File: config.mk
export PLATFORM = sky130hd
export DESIGN_NAME = dll_cal_seq
export DESIGN_NICKNAME = d
export VERILOG_FILES = /design/src/rtl/dll_cal_pkg.sv /design/src/rtl/dll_poll_timer.sv /design/src/rtl/dll_delay_calc.sv /design/src/rtl/dll_cal_fsm.sv /design/src/rtl/dll_cal_seq.sv
export SDC_FILE = /design/constraint.sdc
export NUM_CORES = 1
export LEC_CHECK = 0
export BUFFER_PORTS_ARGS = -buffer_cell sky130_fd_sc_hd__buf_4
export CAP_MARGIN = 0
export CORE_MARGIN = 2
export CORE_UTILIZATION = 48
export CTS_CLUSTER_SIZE = 40
export DETAILED_ROUTE_END_ITERATION = 7
export PLACE_DENSITY_LB_ADDON = 0.3
export REMOVE_ABC_BUFFERS = 1
export SYNTH_ARGS = -nofsm -noshare
export SYNTH_HDL_FRONTEND = slang
export SYNTH_SLANG_ARGS = --single-unit
File: constraint.sdc
create_clock -name clk -period 2.3 [get_ports clk]
set_clock_uncertainty 0.2 [all_clocks]
set_input_delay 0.345 -clock clk [delete_from_list [all_inputs] [get_ports clk]]
set_output_delay 0.345 -clock clk [all_outputs]
set_load 0.01 [all_outputs]
File: src/rtl/dll_cal_pkg.sv
package dll_cal_pkg;

    // Register selects on the delay-line port
    typedef enum logic [1:0] {
        RS_LOCK   = 2'd0,
        RS_CTRL   = 2'd1,
        RS_DELAY  = 2'd2,
        RS_BUSSEL = 2'd3
    } reg_sel_e;

    // Timing mode codes on the request input
    typedef enum logic [2:0] {
        TM_LEGACY  = 3'd0,
        TM_SDR_HS  = 3'd1,
        TM_DDR_UHS = 3'd2,
        TM_DDR_MMC = 3'd3
    } timing_mode_e;

    typedef enum logic [2:0] {
        ST_IDLE,
        ST_SET_BUS,
        ST_WR_CTRL,
        ST_RD_LOCK,
        ST_CHK_LOCK,
        ST_WR_DELAY,
        ST_FIN_OK,
        ST_FIN_TO
    } cal_state_e;

    // Loop control word layout (MSB first)
    typedef struct packed {
        logic [1:0] rsvd;
        logic [3:0] bypass_time;
        logic       start;
        logic       clk_mode;
        logic [7:0] init_val;
        logic [7:0] step;
        logic [7:0] lock_time;
    } dll_ctrl_t;

    // Sample delay word layout (MSB first)
    typedef struct packed {
        logic [15:0] rsvd;
        logic [7:0]  rd_dly;
        logic [7:0]  pad_dly;
    } dll_delay_t;

    localparam logic [31:0] BUSSEL_DDR = 32'h0000_0001;
    localparam int          LOCK_FLAG_BIT = 8;

    function automatic logic is_ddr_mode(input logic [2:0] m);
        return (m == TM_DDR_UHS) || (m == TM_DDR_MMC);
    endfunction

    function automatic dll_ctrl_t ctrl_word();
        dll_ctrl_t c;
        c.rsvd        = 2'b00;
        c.bypass_time = 4'hF;
        c.start       = 1'b1;
        c.clk_mode    = 1'b1;
        c.init_val    = 8'h01;
        c.step        = 8'h01;
        c.lock_time   = 8'hC8;
        return c;
    endfunction

endpackage

File: src/rtl/dll_poll_timer.sv
module dll_poll_timer #(
    parameter int LIMIT = 400000
) (
    input  logic clk,
    input  logic rst,
    input  logic clr_i,
    input  logic run_i,
    output logic expired_o
);
    localparam int CNT_W = $clog2(LIMIT + 1);
    localparam logic [CNT_W-1:0] LIMIT_C = CNT_W'(LIMIT);

    logic [CNT_W-1:0] cnt_q;

    always_ff @(posedge clk) begin
        if (rst || clr_i) begin
            cnt_q <= '0;
        end else if (run_i && (cnt_q < LIMIT_C)) begin
            cnt_q <= cnt_q + 1'b1;
        end
    end

    assign expired_o = (cnt_q >= LIMIT_C);

    // Counter saturates at the budget
    p_cnt_sat_r4: assert property (@(posedge clk) disable iff (rst)
        cnt_q <= LIMIT_C);

    // Clear brings the count back to zero
    p_clr_zero_r4: assert property (@(posedge clk) disable iff (rst)
        clr_i |=> !expired_o);

endmodule

File: src/rtl/dll_delay_calc.sv
module dll_delay_calc
    import dll_cal_pkg::*;
(
    input  logic [7:0]  lock_val_i,
    output logic [31:0] delay_word_o
);
    dll_delay_t d;
    logic       unused_lock_lsb;

    always_comb begin
        d         = '0;
        d.pad_dly = {1'b0, lock_val_i[7:1]};
        d.rd_dly  = {1'b0, lock_val_i[7:1]} + 8'd1;
    end

    assign unused_lock_lsb = lock_val_i[0];
    assign delay_word_o    = d;

endmodule

File: src/rtl/dll_cal_fsm.sv
module dll_cal_fsm
    import dll_cal_pkg::*;
(
    input  logic        clk,
    input  logic        rst,
    input  logic        start_i,
    input  logic [2:0]  timing_mode_i,
    input  logic [31:0] reg_rdata_i,
    input  logic [31:0] delay_word_i,
    input  logic        expired_i,
    output logic [7:0]  lock_val_o,
    output logic        tmr_clr_o,
    output logic        tmr_run_o,
    output logic        reg_wr_o,
    output logic        reg_rd_o,
    output logic [1:0]  reg_addr_o,
    output logic [31:0] reg_wdata_o,
    output logic        busy_o,
    output logic        done_o,
    output logic        timeout_o
);
    cal_state_e state_q, state_d;
    logic [7:0] lock_q;
    logic       locked;
    logic       unused_rdata;

    assign locked       = reg_rdata_i[LOCK_FLAG_BIT];
    assign unused_rdata = ^reg_rdata_i[31:9];

    always_comb begin
        state_d = state_q;
        unique case (state_q)
            ST_IDLE:     if (start_i && is_ddr_mode(timing_mode_i)) state_d = ST_SET_BUS;
            ST_SET_BUS:  state_d = ST_WR_CTRL;
            ST_WR_CTRL:  state_d = ST_RD_LOCK;
            ST_RD_LOCK:  state_d = ST_CHK_LOCK;
            ST_CHK_LOCK: begin
                if (locked)         state_d = ST_WR_DELAY;
                else if (expired_i) state_d = ST_FIN_TO;
                else                state_d = ST_RD_LOCK;
            end
            ST_WR_DELAY: state_d = ST_FIN_OK;
            ST_FIN_OK:   state_d = ST_IDLE;
            ST_FIN_TO:   state_d = ST_IDLE;
            default:     state_d = ST_IDLE;
        endcase
    end

    always_ff @(posedge clk) begin
        if (rst) begin
            state_q <= ST_IDLE;
            lock_q  <= '0;
        end else begin
            state_q <= state_d;
            if (state_q == ST_CHK_LOCK && locked) begin
                lock_q <= reg_rdata_i[7:0];
            end
        end
    end

    always_comb begin
        reg_wr_o    = 1'b0;
        reg_rd_o    = 1'b0;
        reg_addr_o  = RS_LOCK;
        reg_wdata_o = '0;
        unique case (state_q)
            ST_SET_BUS: begin
                reg_wr_o    = 1'b1;
                reg_addr_o  = RS_BUSSEL;
                reg_wdata_o = BUSSEL_DDR;
            end
            ST_WR_CTRL: begin
                reg_wr_o    = 1'b1;
                reg_addr_o  = RS_CTRL;
                reg_wdata_o = ctrl_word();
            end
            ST_RD_LOCK: begin
                reg_rd_o    = 1'b1;
                reg_addr_o  = RS_LOCK;
            end
            ST_WR_DELAY: begin
                reg_wr_o    = 1'b1;
                reg_addr_o  = RS_DELAY;
                reg_wdata_o = delay_word_i;
            end
            default: ;
        endcase
    end

    assign tmr_clr_o  = (state_q == ST_WR_CTRL);
    assign tmr_run_o  = (state_q == ST_RD_LOCK) || (state_q == ST_CHK_LOCK);
    assign lock_val_o = lock_q;
    assign busy_o     = (state_q != ST_IDLE);
    assign done_o     = (state_q == ST_FIN_OK);
    assign timeout_o  = (state_q == ST_FIN_TO);

    // accepted DDR request leads straight to the DDR bus-mode write
    p_accept_ddr_r1: assert property (@(posedge clk) disable iff (rst)
        (!busy_o && start_i && is_ddr_mode(timing_mode_i)) |=>
        (reg_wr_o && reg_addr_o == RS_BUSSEL && reg_wdata_o[0]));

    // control write follows the bus-mode write
    p_ctl_after_sel_r2: assert property (@(posedge clk) disable iff (rst)
        (reg_wr_o && reg_addr_o == RS_CTRL) |->
        $past(reg_wr_o && reg_addr_o == RS_BUSSEL));

    // never read and write together
    p_no_dual_access_r3: assert property (@(posedge clk) disable iff (rst)
        !(reg_wr_o && reg_rd_o));

    // timeout only once the budget has run out
    p_timeout_expired_r4: assert property (@(posedge clk) disable iff (rst)
        timeout_o |-> $past(expired_i && !locked));

    // delay write only after a lock flag was returned
    p_dly_after_lock_r5: assert property (@(posedge clk) disable iff (rst)
        (reg_wr_o && reg_addr_o == RS_DELAY) |-> $past(locked));

    // done is a single-cycle pulse
    p_done_single_r6: assert property (@(posedge clk) disable iff (rst)
        done_o |=> !done_o);

    // busy holds until a result is reported
    p_busy_hold_r7: assert property (@(posedge clk) disable iff (rst)
        (busy_o && !done_o && !timeout_o) |=> busy_o);

    // non-DDR request leaves the block idle
    p_nonddr_ignored_r8: assert property (@(posedge clk) disable iff (rst)
        (!busy_o && start_i && !is_ddr_mode(timing_mode_i)) |=> !busy_o);

endmodule

File: src/rtl/dll_cal_seq.sv
module dll_cal_seq
    import dll_cal_pkg::*;
#(
    parameter int CYC_PER_US = 100,
    parameter int TIMEOUT_US = 4000
) (
    input  logic        clk,
    input  logic        rst,
    input  logic        start_i,
    input  logic [2:0]  timing_mode_i,
    output logic        reg_wr_o,
    output logic        reg_rd_o,
    output logic [1:0]  reg_addr_o,
    output logic [31:0] reg_wdata_o,
    input  logic [31:0] reg_rdata_i,
    output logic        busy_o,
    output logic        done_o,
    output logic        timeout_o
);
    localparam int LIMIT = CYC_PER_US * TIMEOUT_US;

    logic [7:0]  lock_val;
    logic [31:0] delay_word;
    logic        tmr_clr, tmr_run, expired;

    dll_poll_timer #(.LIMIT(LIMIT)) u_timer (
        .clk       (clk),
        .rst       (rst),
        .clr_i     (tmr_clr),
        .run_i     (tmr_run),
        .expired_o (expired)
    );

    dll_delay_calc u_calc (
        .lock_val_i   (lock_val),
        .delay_word_o (delay_word)
    );

    dll_cal_fsm u_fsm (
        .clk           (clk),
        .rst           (rst),
        .start_i       (start_i),
        .timing_mode_i (timing_mode_i),
        .reg_rdata_i   (reg_rdata_i),
        .delay_word_i  (delay_word),
        .expired_i     (expired),
        .lock_val_o    (lock_val),
        .tmr_clr_o     (tmr_clr),
        .tmr_run_o     (tmr_run),
        .reg_wr_o      (reg_wr_o),
        .reg_rd_o      (reg_rd_o),
        .reg_addr_o    (reg_addr_o),
        .reg_wdata_o   (reg_wdata_o),
        .busy_o        (busy_o),
        .done_o        (done_o),
        .timeout_o     (timeout_o)
    );

    // success and failure never reported together
    p_excl_result_r6: assert property (@(posedge clk) disable iff (rst)
        !(done_o && timeout_o));

endmodule

Word-level counts from Yosys, hierarchy flattened. Cells that the tools add are included.

RAM bits: 0. ROM bits: 0. Bits of input ports: 38. Register bits after elaboration: 30. Latch bits: 0. Memories kept: 0.

Multiplexer cells: 8. $mul: 0. Eq/ne operators: 10. Reduce and logical (&&, ||, !) cells: 10. Div/mod/pow operators: 0. $add $sub $neg: 2. Order comparisons: 2. Shift operators: 0. Bitwise gates (word level): 0.

Operator list (count): $pmux W30 S3 (1); $pmux W3 S7 (1); $add A19 B1 Y19 const B (1); $ge A19 B19 Y1 const B (1); $lt A19 B19 Y1 const B (1); $eq A3 B2 Y1 const B (4); $eq A3 B3 Y1 const B (4); $mux W3 (3); $add A7 B1 Y8 const B (1); $pmux W2 S3 (1); $eq A3 B1 Y1 const B (1); $logic_and A1 B1 Y1 (3); $logic_not A3 Y1 (1); $logic_or A1 B1 Y1 (3); $reduce_bool A3 Y1 (1); $reduce_or A3 Y1 (1); $mux W1 (2); $ne A2 B1 Y1 const B (1); $reduce_or A2 Y1 (1).

Logic depth before layout (Yosys ltp).
Word-level depth: 5. Mapped depth: 8.

Cells and area by module. A second synthesis with hierarchy kept.

Cell total of the unflattened synthesis: 263. Area, all modules: 2098.3 sq um.

Modules (own cells, without submodules): dll_poll_timer (instances 1, cells each 124, seq. area each 380.4 sq um, area an instance 1033.5 sq um); dll_cal_fsm (instances 1, cells each 99, seq. area each 220.2 sq um, area an instance 777.0 sq um); dll_delay_calc (instances 1, cells each 40, seq. area each 0.0 sq um, area an instance 287.8 sq um).

Worst setup path before layout. OpenSTA, ideal clock, no wires.

Path type: register to register. Start: register u_fsm.state_q[1]. End: register u_timer.cnt_q[10]. Setup slack: 0.381 ns. Library setup time: 0.123 ns. Stages on the path, launching flop included: 7. Arrival time: 1.596 ns. Buffers on the path: 1. Cell sequence: dfxtp_1 > clkbuf_8 > and3b_1 > o22ai_4 > nor3_4 > nand4_1 > mux2_1.

Cells in the longest elaborated chain, start to end: 3. Elaborated cells on any way between the ends: 6. Classes of those cells: 3 x eq/ne; 3 x reduce/logical.

Ends and longest elaborated chain: from (decl) (line dll_cal_fsm.sv:22) `cal_state_e state_q, state_d;`; from (signal assigned) (line dll_cal_fsm.sv:54) `state_q <= state_d;`; $eq A3 B2 Y1 / $eq A3 B3 Y1 (equally long branches) (line dll_cal_fsm.sv:91) `assign tmr_run_o = (state_q == ST_RD_LOCK) || (state_q == ST_CHK_LOCK);`; $logic_or A1 B1 Y1 (line dll_cal_fsm.sv:91); $logic_and A1 B1 Y1 (line dll_poll_timer.sv:18) `end else if (run_i && (cnt_q < LIMIT_C)) begin`; to (signal assigned) (line dll_poll_timer.sv:19) `cnt_q <= cnt_q + 1'b1;`; to (decl) (line dll_poll_timer.sv:13) `logic [CNT_W-1:0] cnt_q;`.

Several ways; a longest one is shown, not always the timed one. A chain may end at the register's enable or synchronous reset.

Worst setup path after layout.
Start: register u_fsm.state_q[1]. End: output port reg_wdata_o[24].

Cells in the longest elaborated chain, start to end: 2. Elaborated cells on any way between the ends: 4. Classes of those cells: 3 x eq/ne; 1 x mux.

Ends and longest elaborated chain: $eq A3 B3 Y1 (tied with other cells) (line dll_cal_fsm.sv:66) `unique case (state_q)`; $pmux W30 S3 * (line dll_cal_fsm.sv:66); to (decl) (line dll_cal_seq.sv:14) `output logic [31:0] reg_wdata_o,`.

Mark *: on every way between the ends. The rest lies on a longest branch, timed or not.

==> out/metrics.yaml <==
status: "finished, final reports clean"
cp.required_ns: 1.75
antenna_found_initial: 0
max_freq_mhz: 465.3
yosys-top-cells-count: "nor2_1, dfxtp_1, nand2_1"
clock_path_buffers: 2
netlist_area_um2: 1808
min_path_type: "in -> reg"
min_from: "reg_rdata_i[1]"
synth_cell_types: 46
hold_violations: 0
rsz0062_at_grt: "no"
routed_wl_mm: 3.381
placed_cells: 301
route.detailed.drc: 0
die_w_um: 65.37
grt_pass1_wl_mm: 5.699
hold_path_end: "u_fsm.lock_val_o[1]$_SDFFE_PP0P_"
cts_tree: "done"
cp_max_fo: 9
ant_nets: 0
fin_crit_ns: 2.149
endpoint_kind: "primary output"
arrival_ns: 1.60
synth_largest_area_cell: "dfxtp_1"
setup_viol: 0
first_iter_violations: 66
grt_usage_pct: 16.91
yosys_warnings: 0
preCtsSetupSlack_ns: 0.07755
clock-sinks: 29
p_leak_nw: 0.9489
critical_path_class: "reg -> out"
stdcell_area_um2: 2181
grt_max_degree: 14
clkSlewWorstSetupHoldPaths_ns: 0.06
whs_path_depth: 3
start_util_pct: 49.76
post_cts_buffers: 0
area_growth_pct: 20.62
fin_crit_sh_pct: 93.44
fill_cells: 350
synth_area_leaders: "dfxtp_1, buf_4, nor2_1, xnor2_1, nand2_1"
worstRegToRegCells: 5
cts-root-buf: "clkbuf_8"
max-cap-violations: 0
post_drt_wl_per_cell_um: 10.94
yosysMostFrequentCell: "nor2_1"
r2r_start: "u_fsm.state_q[1]$_SDFFE_PP0P_"
ff2ff_setup_slack_ns: 0.23
dp_hpwl_mm: 2.598
ys_ff_latch: 29
register_area_um2: 583.1
crit_path_start_kind: "flip-flop"
port_buffers: 42
die_h_um: 65.37
drv_slew: 0
seq_area_frac_synth_pct: 32.11
core_area_um2: 3633
nNetsFinal: 301
rows: 22
placed_area_um2: 2096
synthArstFlopShare_pct: 0
syn_area_per_cell_um2: 8.181
vias_per_cell: 4.990
htree_levels: 2
via_count: 1542
ioPinCount: 77
globalRouteOverflowTotal: 0
final_cell_count_no_fill: 309
die-area_um2: 4273
setup_ws_ns: 0.1508
dr.pass1.iters: 4
syn-instance-count: 221
synth-edff-count: 0
drive_gt1_share_pct: 28.35
place.gp.congestion: 0.7391
powerDensity_nw_per_um2: 474.9
yosys.area.top_type_share_pct: 32.11
grt_pass1_vias: 1309
diodes: 0
rr_endpoint: "u_timer.cnt_q[10]$_SDFFE_PP0P_"
peakVddDrop_mv: 0.3496
numCtsBuffers: 5
multi_input_area_um2: 1035
yosys_most_used_dff: "dfxtp_1"
worstSkewPairLatency_ns: 0.28
## registers in the layout, indices dropped and copies added (netlist names)
name,cells
u_timer.cnt_q,19
u_fsm.lock_val_o,7
u_fsm.state_q,3
## layer usage
metal	share of wire [%]	routed length [µm]	GRT usage (%)
met1	46	1539	20.58
met2	46	1563	28.06
met3	6.8	231	5.822
met4	1.4	46	5.208
met5	0	0	0
## power by group
| part | switching (mW) | total, mW | internal [mW] |
|---|---|---|---|
| clock | 0.182 | 0.390 | 0.209 |
| sequential | 0.00628 | 0.513 | 0.506 |
| combinational | 0.0704 | 0.133 | 0.0622 |
## cells in the final DEF (no fill, tap or decap), drive strengths merged, types with 3 or more instances in the layout
cell type and count:
buf 51, nor2 36, dfxtp 29, nand2 20
a21oi 12, xnor2 11, and3 11, inv 10
conb 9, nand3 6, mux2i 6, clkbuf 6
o21ai 4, nand4 4, a31oi 4, a31o 4
nor3 4, xor2 3, ha 3, a41o 3
nor3b 3
## critical path, stage by stage, from the launching register on
cell	delay [ns]
dfxtp_2	0.41
inv_1	0.10
or3_1	0.49
inv_2	0.18
buf_4	0.14
## repair_timing
action	4_1_cts	5_1_grt
setup endpoints to repair	8	20
hold buffers	0	0
pin swaps	0	0
gates resized for setup	1	3
## cells by family after synthesis
kind of cell             count (synthesis)  share of synthesized area (%)
AO/OA/AOI/OAI                           32                          12.73
XOR/XNOR                                14                          6.782
other                                    1                         0.2074
buffers and inverters                   37                          12.66
AND/OR/NAND/NOR                         98                          29.48
multiplexers                             7                          3.945
adder cells (fa/ha/maj)                  3                          2.076
flip-flops                              29                          32.11
## area by class of cell
cell class	instances	area share (%)
clock buffers	6	3.328
clock inverters	2	0.4590
inverters	10	1.721
multi-input cells	163	47.45
flip-flops and latches	29	26.74
well taps	48	2.754
repair buffers	51	17.56
## metrics by stage
stage | hold slack (ns) | power (mW) | utilization, % | setup TNS (ns)
5_1_grt | 0.09703 | 1.089 | 60.02 | 0
2_1_floorplan | 0.2141 | 0.5809 | - | -0.9554
4_1_cts | 0.08954 | 1.053 | 59.95 | 0
6_report | 0.09581 | 1.036 | 60.02 | 0
3_5_place_dp | 0.2981 | 0.6562 | 57.68 | 0
3_3_place_gp | 0.2903 | 0.6545 | 57.68 | 0
## how the worst max path moves through the flow
stage | startpoint | endpoint | cells after the start
6_report | u_fsm.state_q[1]$_SDFFE_PP0P_ | reg_wdata_o[24] | 4
5_1_grt | u_fsm.state_q[1]$_SDFFE_PP0P_ | reg_wdata_o[24] | 4
4_1_cts | u_fsm.state_q[1]$_SDFFE_PP0P_ | reg_wdata_o[27] | 4
3_3_place_gp | u_fsm.state_q[1]$_SDFFE_PP0P_ | u_timer.cnt_q[12]$_SDFFE_PP0P_ | 7
3_5_place_dp | u_fsm.state_q[1]$_SDFFE_PP0P_ | u_timer.cnt_q[14]$_SDFFE_PP0P_ | 7
2_1_floorplan | u_fsm.state_q[1]$_SDFFE_PP0P_ | u_timer.cnt_q[14]$_SDFFE_PP0P_ | 7
Power figures use the tool's default switching activity.
